### config.mk
export PLATFORM = sky130hd
export DESIGN_NAME = xyp_player
export DESIGN_NICKNAME = d
export VERILOG_FILES = /design/src/rtl/xyp_pkg.sv /design/src/rtl/xyp_bus_if.sv /design/src/rtl/xyp_sample_lane.sv /design/src/rtl/xyp_playback.sv /design/src/rtl/xyp_player.sv
export SDC_FILE = /design/constraint.sdc
export NUM_CORES = 2
export LEC_CHECK = 0
export ABC_AREA = 1
export BUFFER_PORTS_ARGS = -buffer_cell sky130_fd_sc_hd__buf_2
export CELL_PAD_IN_SITES_DETAIL_PLACEMENT = 0
export CELL_PAD_IN_SITES_GLOBAL_PLACEMENT = 1
export CORE_AREA = 2 2 576 578
export DETAILED_ROUTE_END_ITERATION = 7
export DIE_AREA = 0 0 578 580
export HOLD_SLACK_MARGIN = 0.15
export PLACE_DENSITY = 0.64
export SYNTH_ARGS = -nofsm -noshare
export SYNTH_HDL_FRONTEND = slang
export SYNTH_SLANG_ARGS = --single-unit
### constraint.sdc
create_clock -name hclk -period 4.2 [get_ports hclk]
set_input_delay 0.21 -clock hclk [delete_from_list [all_inputs] [get_ports hclk]]
set_output_delay 0.21 -clock hclk [all_outputs]
set_load 0.005 [all_outputs]
### src/rtl/xyp_pkg.sv
package xyp_pkg;

  localparam int NUM_AXES = 2;

  typedef enum logic [1:0] {
    WORD_CTRL  = 2'd0,
    WORD_SPEED = 2'd1,
    WORD_XPORT = 2'd2,
    WORD_YPORT = 2'd3
  } xyp_word_e;

  localparam int BIT_RUN    = 0;
  localparam int BIT_LOAD   = 1;
  localparam int BIT_INTERP = 2;

  // Effective count: a zero field selects the whole table.
  function automatic logic [31:0] eff_count(logic [31:0] field, logic [31:0] depth);
    return (field == 32'd0) ? depth : field;
  endfunction

  // Play pointer step with wrap after the last point.
  function automatic logic [31:0] step_index(logic [31:0] idx, logic [31:0] count);
    return (idx + 32'd1 >= count) ? 32'd0 : idx + 32'd1;
  endfunction

  // Divider expiry: period 0 and 1 both fire every cycle.
  function automatic logic period_done(logic [31:0] cnt, logic [31:0] period);
    return (period <= 32'd1) || (cnt + 32'd1 >= period);
  endfunction

endpackage

### src/rtl/xyp_bus_if.sv
module xyp_bus_if
  import xyp_pkg::*;
#(
  parameter int DATA_W = 32,
  parameter int ADDR_W = 8,
  parameter int SAMP_W = 16
) (
  input  logic                    clk,
  input  logic                    rst_n,
  input  logic                    hsel,
  input  logic [ADDR_W-1:0]       haddr,
  input  logic [1:0]              htrans,
  input  logic                    hwrite,
  input  logic [DATA_W-1:0]       hwdata,
  output logic [DATA_W-1:0]       hrdata,
  output logic [DATA_W-1:0]       ctrl_q,
  output logic [DATA_W-1:0]       speed_q,
  output logic [NUM_AXES-1:0]     lane_wr,
  output logic                    lane_clr,
  output logic [SAMP_W-1:0]       lane_wdata
);

  // Address phase capture
  logic      aph_valid;
  logic      dph_wr_q, dph_rd_q;
  xyp_word_e dph_word_q;
  logic      unused_addr_bits;

  assign aph_valid        = hsel && htrans[1];
  assign unused_addr_bits = ^{haddr[ADDR_W-1:4], haddr[1:0]};

  always_ff @(posedge clk or negedge rst_n) begin
    if (!rst_n) begin
      dph_wr_q   <= 1'b0;
      dph_rd_q   <= 1'b0;
      dph_word_q <= WORD_CTRL;
    end else begin
      dph_wr_q   <= aph_valid && hwrite;
      dph_rd_q   <= aph_valid && !hwrite;
      dph_word_q <= xyp_word_e'(haddr[3:2]);
    end
  end

  // Data phase decode, brought out as named events
  logic ctrl_wr, speed_wr, port_wr_x, port_wr_y, load_on;

  assign ctrl_wr   = dph_wr_q && (dph_word_q == WORD_CTRL);
  assign speed_wr  = dph_wr_q && (dph_word_q == WORD_SPEED);
  assign port_wr_x = dph_wr_q && (dph_word_q == WORD_XPORT);
  assign port_wr_y = dph_wr_q && (dph_word_q == WORD_YPORT);
  assign load_on   = ctrl_q[BIT_LOAD];

  always_ff @(posedge clk or negedge rst_n) begin
    if (!rst_n) begin
      ctrl_q  <= '0;
      speed_q <= '0;
    end else begin
      if (ctrl_wr)  ctrl_q  <= hwdata;
      if (speed_wr) speed_q <= hwdata;
    end
  end

  assign lane_clr   = ctrl_wr && hwdata[BIT_LOAD] && !load_on;
  assign lane_wr[0] = port_wr_x && load_on;
  assign lane_wr[1] = port_wr_y && load_on;
  assign lane_wdata = hwdata[SAMP_W-1:0];

  always_comb begin
    hrdata = '0;
    if (dph_rd_q) begin
      case (dph_word_q)
        WORD_CTRL:  hrdata = ctrl_q;
        WORD_SPEED: hrdata = speed_q;
        default:    hrdata = '0;
      endcase
    end
  end

  a_r2_ctrl_readback: assert property (@(posedge clk) disable iff (!rst_n)
    ctrl_wr |=> ctrl_q == $past(hwdata));

  a_r3_speed_readback: assert property (@(posedge clk) disable iff (!rst_n)
    speed_wr |=> speed_q == $past(hwdata));

  a_r5_write_needs_aphase: assert property (@(posedge clk) disable iff (!rst_n)
    (lane_wr != '0 || ctrl_wr || speed_wr) |-> $past(hsel && htrans[1] && hwrite));

  a_r7_load_gate: assert property (@(posedge clk) disable iff (!rst_n)
    (port_wr_x || port_wr_y) && !ctrl_q[BIT_LOAD] |-> lane_wr == '0);

endmodule

### src/rtl/xyp_sample_lane.sv
module xyp_sample_lane #(
  parameter int SAMP_W = 16,
  parameter int IDX_W  = 6
) (
  input  logic              clk,
  input  logic              rst_n,
  input  logic              wr,
  input  logic              clr,
  input  logic [SAMP_W-1:0] wdata,
  input  logic [IDX_W-1:0]  rd_idx,
  output logic [SAMP_W-1:0] rd_data
);

  localparam int DEPTH = 1 << IDX_W;

  logic [SAMP_W-1:0] mem [DEPTH];
  logic [IDX_W-1:0]  fill_q;

  always_ff @(posedge clk or negedge rst_n) begin
    if (!rst_n) begin
      fill_q <= '0;
      for (int i = 0; i < DEPTH; i++) mem[i] <= '0;
    end else if (clr) begin
      fill_q <= '0;
    end else if (wr) begin
      mem[fill_q] <= wdata;
      fill_q      <= fill_q + 1'b1;
    end
  end

  assign rd_data = mem[rd_idx];

  a_r6_fill_restart: assert property (@(posedge clk) disable iff (!rst_n)
    clr |=> fill_q == '0);

  a_r6_fill_step: assert property (@(posedge clk) disable iff (!rst_n)
    wr && !clr |=> fill_q == $past(fill_q) + 1'b1);

  a_r6_fill_store: assert property (@(posedge clk) disable iff (!rst_n)
    wr && !clr |=> mem[$past(fill_q)] == $past(wdata));

  a_r7_fill_hold: assert property (@(posedge clk) disable iff (!rst_n)
    !wr && !clr |=> $stable(fill_q));

endmodule

### src/rtl/xyp_playback.sv
module xyp_playback
  import xyp_pkg::*;
#(
  parameter int SAMP_W   = 16,
  parameter int IDX_W    = 6,
  parameter int PERIOD_W = 16
) (
  input  logic                clk,
  input  logic                rst_n,
  input  logic                run,
  input  logic [PERIOD_W-1:0] period,
  input  logic [IDX_W-1:0]    count_field,
  input  logic [SAMP_W-1:0]   x_point,
  input  logic [SAMP_W-1:0]   y_point,
  output logic [IDX_W-1:0]    rd_idx,
  output logic [SAMP_W-1:0]   x_out,
  output logic [SAMP_W-1:0]   y_out
);

  localparam logic [31:0] DEPTH = 32'(1 << IDX_W);

  logic [PERIOD_W-1:0] div_q;
  logic [31:0]         count;
  logic                advance;

  assign count   = eff_count(32'(count_field), DEPTH);
  assign advance = run && period_done(32'(div_q), 32'(period));

  always_ff @(posedge clk or negedge rst_n) begin
    if (!rst_n) begin
      div_q  <= '0;
      rd_idx <= '0;
      x_out  <= '0;
      y_out  <= '0;
    end else if (!run) begin
      div_q <= '0;
    end else if (advance) begin
      div_q  <= '0;
      rd_idx <= IDX_W'(step_index(32'(rd_idx), count));
      x_out  <= x_point;
      y_out  <= y_point;
    end else begin
      div_q <= div_q + 1'b1;
    end
  end

  a_r8_takes_points: assert property (@(posedge clk) disable iff (!rst_n)
    advance |=> x_out == $past(x_point) && y_out == $past(y_point));

  a_r8_wrap: assert property (@(posedge clk) disable iff (!rst_n)
    advance && (32'(rd_idx) + 32'd1 == count) |=> rd_idx == '0);

  a_r9_divider_gap: assert property (@(posedge clk) disable iff (!rst_n)
    run && !advance |=> div_q == $past(div_q) + 1'b1);

  a_r10_hold: assert property (@(posedge clk) disable iff (!rst_n)
    !advance |=> $stable(x_out) && $stable(y_out) && $stable(rd_idx));

  a_r10_divider_clear: assert property (@(posedge clk) disable iff (!rst_n)
    !run |=> div_q == '0);

endmodule

### src/rtl/xyp_player.sv
module xyp_player
  import xyp_pkg::*;
#(
  parameter int DATA_W   = 32,
  parameter int ADDR_W   = 8,
  parameter int SAMP_W   = 16,
  parameter int IDX_W    = 6,
  parameter int PERIOD_W = 16
) (
  input  logic              hclk,
  input  logic              hresetn,
  input  logic              hsel,
  input  logic [ADDR_W-1:0] haddr,
  input  logic [1:0]        htrans,
  input  logic              hwrite,
  input  logic [DATA_W-1:0] hwdata,
  output logic [DATA_W-1:0] hrdata,
  output logic              hready,
  output logic              hresp,
  output logic [SAMP_W-1:0] x_out,
  output logic [SAMP_W-1:0] y_out
);

  localparam int COUNT_LSB = DATA_W - IDX_W;

  logic [DATA_W-1:0]   ctrl_q, speed_q;
  logic [NUM_AXES-1:0] lane_wr;
  logic                lane_clr;
  logic [SAMP_W-1:0]   lane_wdata;
  logic [SAMP_W-1:0]   lane_rd [NUM_AXES];
  logic [IDX_W-1:0]    rd_idx;

  assign hready = 1'b1;
  assign hresp  = 1'b0;

  xyp_bus_if #(.DATA_W(DATA_W), .ADDR_W(ADDR_W), .SAMP_W(SAMP_W)) u_bus (
    .clk(hclk), .rst_n(hresetn),
    .hsel(hsel), .haddr(haddr), .htrans(htrans), .hwrite(hwrite),
    .hwdata(hwdata), .hrdata(hrdata),
    .ctrl_q(ctrl_q), .speed_q(speed_q),
    .lane_wr(lane_wr), .lane_clr(lane_clr), .lane_wdata(lane_wdata)
  );

  for (genvar a = 0; a < NUM_AXES; a++) begin : g_lane
    xyp_sample_lane #(.SAMP_W(SAMP_W), .IDX_W(IDX_W)) u_lane (
      .clk(hclk), .rst_n(hresetn),
      .wr(lane_wr[a]), .clr(lane_clr), .wdata(lane_wdata),
      .rd_idx(rd_idx), .rd_data(lane_rd[a])
    );
  end

  xyp_playback #(.SAMP_W(SAMP_W), .IDX_W(IDX_W), .PERIOD_W(PERIOD_W)) u_play (
    .clk(hclk), .rst_n(hresetn),
    .run(ctrl_q[BIT_RUN]),
    .period(speed_q[PERIOD_W-1:0]),
    .count_field(ctrl_q[DATA_W-1:COUNT_LSB]),
    .x_point(lane_rd[0]), .y_point(lane_rd[1]),
    .rd_idx(rd_idx), .x_out(x_out), .y_out(y_out)
  );

  a_r1_no_wait: assert property (@(posedge hclk) disable iff (!hresetn)
    hsel |-> hready && !hresp);

endmodule

### Word level (Yosys, flattened, before mapping)

Cells that the tools add are included.
Widths: inputs -> output; s select.

* register bits: 2182
* input port bits: 46
* output and inout port bits: 66
* word-level logic and storage cells: 205

* add/sub/neg operators: 5
* $lt $le $gt $ge: 8
* equal/unequal tests: 3
* mux-type cells: 22
* bitwise logic cells: 4
* reduce and logical (&&, ||, !) cells: 24

Operators by type and width (count)
* $bwmux 1024: 2
* $bmux 16 s6: 2
* $demux 16 s6: 2
* $mux 16: 8
* $pmux 32 s2: 1
* $ge 32x16->1: 1
* $mux 32: 1
* $mux 6: 5
* $ge 7x7->1 const B: 3
* $not 6->7: 3
* $add 16x1->17 const B: 1
* $add 16x1->16 const B: 1
* $le 16x1->1 const B: 1
* $logic_and 1x1->1: 14
* $lt 7x1->1 const B: 2
* $add 6x1->6 const B: 2
* $add 6x1->7 const B: 1
* $ge 7x7->1: 1
* $mux 7: 1
* $logic_not 6->1: 1
* $reduce_and 2->1: 3
* $eq 2x2->1 const B: 2
* $reduce_bool 2->1: 2
* $eq 2x1->1 const B: 1
* 4 further kinds: 5

### Logic depth before layout (Yosys ltp)

* depth after elaboration: 6
* depth in mapped cells: 21
* depth with buffers taken out: 19

### By module

From an unflattened synthesis, not the netlist that was laid out.

* cell total of the unflattened synthesis: 12608
* area total of the unflattened synthesis: 99645.6 um^2

Modules (own cells, without submodules)
* xyp_sample_lane (g_lane[1].u_lane): instances 1, cells each 5887, area an instance 46552.1 um^2, seq. area each 25774.7 um^2
* xyp_sample_lane (g_lane[0].u_lane): instances 1, cells each 5887, area an instance 46535.9 um^2, seq. area each 25774.7 um^2
* xyp_bus_if: instances 1, cells each 420, area an instance 3359.5 um^2, seq. area each 1701.6 um^2
* xyp_playback: instances 1, cells each 410, area an instance 3175.5 um^2, seq. area each 1351.3 um^2
* xyp_player: instances 1, cells each 4, area an instance 22.5 um^2, seq. area each 0.0 um^2

### Least setup slack after synthesis

No wires, ideal clock.

* kind: register -> register
* from: register u_play.div_q[0]
* to: register u_play.y_out[10]
* library setup time: 66 ps
* data arrival time: 2888 ps
* data required time: 4134 ps
* setup slack: 1246 ps
* stages on the path, launching flop included: 20
* buffers on the path: 2
* period minus slack after synthesis: 2954 ps
* path through: dfrtp_1 ha_1 nand2_1 nor2_1 nand2_1 nor2_1 nand4_1 xor2_1 inv_1 ha_1 nand2_1 o21a_1 nand2_1 nor2_1 nand2_1 nand2_1 clkbuf_1 clkbuf_1 nand2_1 nand2_1

* longest elaborated chain between the ends: 5

Ends and longest elaborated chain
* start, declared: line xyp_playback.sv:22 `logic [PERIOD_W-1:0] div_q;`
* start signal, assigned: line xyp_playback.sv:43 `div_q <= div_q + 1'b1;`
* $add 16x1->17: line xyp_pkg.sv:28 `return (period <= 32'd1) || (cnt + 32'd1 >= period);`
* $ge 32x16->1: line xyp_pkg.sv:28
* $logic_or 1x1->1: line xyp_pkg.sv:28
* $logic_and 1x1->1: line xyp_playback.sv:27 `assign advance = run && period_done(32'(div_q), 32'(period));`
* $reduce_and 2->1 (no line)
* end signal, assigned: line xyp_playback.sv:41 `y_out <= y_point;`
* end, declared: line xyp_playback.sv:17 `output logic [SAMP_W-1:0] y_out`

Every way passes these cells.
A chain may end at the register's enable or synchronous reset.

### Final worst setup path

* from: register u_play.div_q[0]
* to: register u_play.y_out[15]

The elaborated chain is that of the path after synthesis.

==> out/summary.txt <==
Die Wd -> 578 um
Setup ws final -> 576 ps
CTS tree -> built
CP startpoint kind -> flip-flop
Number of synthesized flops with an enable pin -> 0
RSZ-0062 raised after global routing -> no
CP required -> 5000 ps
Worst-path fanout max -> 34
DRC violations left -> 0
Yosys top cell area share -> 55.5%
Pre-CTS setup slack -> 425 ps
Worst hold path cell count -> 4
Class of the worst hold path -> primary input to flip-flop
Max-capacitance violation count -> 0
I/O pins -> 112
WP data arrival -> 4420 ps
Initial drt markers -> 6757
Synth async-reset ratio -> 100%
Tmin final -> 3620 ps
Worst Tran Pin Value -> 1200 ps
CORE AREA -> 329000 um2
DP HPWL -> 196000 um
Clock buffer depth -> 4
Initial antenna violation count -> 11
Clk_skew -> 91.6 ps
GRT Total Usage -> 20.1%
Nets -> 12065
Vias in the first global route -> 80476
Worst-path clk slew -> 60 ps
Post-layout instance count excluding filler cells -> 16560
Die Span Y -> 580 um
Final WL -> 340000 um
Worst reg2reg path depth -> 18
Ys flop type -> dfrtp_1
Final Wtd Congestion -> 0.780
Slew headroom -> 19.6%
Htree depth -> 5
Crit end category -> flip-flop
Clk_lat worst skew -> 900 ps
Largest net degree at the start of global routing -> 156
Clk sinks -> 2182
WL per Instance -> 20.5 um
Syn avg cell area -> 7.97 um2
Fmax -> 276 MHz
Pins Over Slew Limit -> 0
Synthesized Nets -> 12418
Status -> complete, no violations
Post-route setup TNS -> 0 ps
Post-synthesis sequential area ratio -> 55.5%
Yosys cell types -> 33
DP Cell Count -> 16031
First-pass GRT wire length -> 525000 um
CTS buffer count -> 265
Clock Root Buffer -> clkbuf_16
Total grt overflow -> 0
Initial Util -> 29.9%
Post-Synthesis Cells -> 12345
Final Cycle Share -> 86.3%
TritonRoute pass-1 iters -> 5
P_leak -> 0.0566 uW
Die area -> 335000 um2
Row count -> 211
Final setup violation count -> 0
Vias -> 82197
Flops & latches, synth -> 2182
Count leader, synth -> nand2_1
I/O Buffers -> 102
Vias per cell -> 4.96
Area Growth Syn to Fin -> 14.7%
Most frequent cells after synthesis -> 4680 x nand2_1, 2182 x dfrtp_1, 1948 x nand3_1
Mapped Area -> 98400 um2
Share of cells above drive strength 1 -> 7.07%
Finished Cell Area -> 113000 um2
YS warnings -> 0
Ranking of synthesized cells by area -> dfrtp_1 56%, nand2_1 18%, nand3_1 9.9%
Kind of critical path -> flip-flop to flip-flop
Final Hold Vio Count -> 0
Cell Pwr Density -> 444 nW/um2
Peak VDD IR -> 304 uV
Leading area contributor after synthesis -> dfrtp_1
Area after DPL -> 104000 um2
Post-route ant nets -> 0
Hold WS -> 217 ps
through the flow:
stage | total power (uW) | util, %
floorplan | 25800 | -
global placement | 27400 | 31.5
detailed placement | 27500 | 31.5
CTS | 50800 | 34.3
global route | 52400 | 34.3
finish | 50100 | 34.3
worst max-delay path, stage by stage, from the launching register on:
cell and delay, ps:
dfrtp_1 390, ha_1 200, nand2_1 80, nor2_1 260, nand2_1 140, nor2_1 170
nand4_1 130, xor2_1 200, inv_1 60, ha_1 270, nand2_1 80, o21a_1 140
nand2_1 60, nor2_2 340, nand2_1 280, nand2_2 200, buf_12 230, nand2_1 110
nand2_1 80
flip-flops by register name, summed over array words and instances (netlist names):
name,cells
g_lane.u_lane.fill_q,12
g_lane.u_lane.mem,2048
u_bus.ctrl_q,32
u_bus.dph_rd_q,1
u_bus.dph_word_q,2
u_bus.dph_wr_q,1
u_bus.speed_q,32
u_play.div_q,16
u_play.rd_idx,6
u_play.x_out,16
u_play.y_out,16
per-layer routing:
| metal | vias to the layer above | global-route usage [%] | routed length [um] |
|---|---|---|---|
| met5 | - | 0 | 7 |
| met4 | 2 | 4.15 | 6680 |
| met3 | 371 | 2.27 | 14600 |
| met2 | 1732 | 32.6 | 156000 |
| met1 | 40258 | 28.9 | 162000 |
| li1 | 39834 | - | - |
kinds of logic after synthesis:
group	synth area share, %
simple gates	28.3
other cells	0.00763
buf+inv	4.66
fa+ha+maj	0.343
flops	55.5
compound gates	11.1
xor+xnor	0.0979
repair_timing:
action / CTS / global route
gates resized for setup: 0 / 1
endpoints found under the setup margin: 0 / 21
setup buffers: 0 / 0
endpoints found under the hold margin: 2715 / 0
hold buffers: 60 / 0
where the power goes:
group	internal, uW	leakage, uW	total, uW	switching (uW)
registers	22400	0.0199	23300	813
logic	1250	0.0325	3830	2580
clock network	13600	0.00425	23000	9420
total	37300	0.0566	50100	12800
cell type report:
cell class / instances / area [um2]
fillers: 34879 / 216000
well taps: 4366 / 5460
clock inverters: 66 / 827
flip-flops and latches: 2182 / 54600
repair buffers: 472 / 4330
multi-input cells: 8950 / 39200
diodes: 5 / 12.5
clock buffers: 398 / 7830
inverters: 121 / 563
worst paths after layout:
| path | to | start | slack (ps) |
|---|---|---|---|
| min in group asynchronous | u_bus.speed_q[7] | hresetn | 300 |
| max in group asynchronous | g_lane[0].u_lane.mem[762] | hresetn | 2880 |
| max | u_play.y_out[15] | u_play.div_q[0] | 580 |
| min reg2reg | g_lane[0].u_lane.mem[516] | g_lane[0].u_lane.mem[516] | 480 |
| max reg2reg | u_play.y_out[15] | u_play.div_q[0] | 580 |
| min | u_bus.dph_wr_q | hsel | 220 |
cell usage in the layout (no fill, tap or decap), types with 3 or more instances in the layout:
cell type	Yosys	layout
nand2_1	4680	4677
dfrtp_1	2182	2176
nand3_1	1948	1948
o21ai_0	1885	1885
clkbuf_16	0	271
buf_4	2	241
o21ai_1	236	236
buf_2	16	101
inv_1	115	95
clkbuf_1	994	70
buf_12	0	70
nor2_1	66	63
dlygate4sd3_1	0	59
clkbuf_8	0	57
a21oi_1	44	44
clkinv_2	0	30
inv_6	0	29
ha_1	27	27
nor3_1	14	14
nor2_2	8	11
bufinv_16	0	11
xor2_1	10	10
nand4_1	7	7
clkinv_8	0	7
diode_2	0	5
inv_2	6	5
dfrtp_4	0	5
nor3_2	4	4
nor4_1	3	3
o21a_1	3	3
nand2_2	0	3
inv_8	0	3
clkinv_16	0	3
clkinvlp_4	0	3
Power figures use the tool's default switching activity.
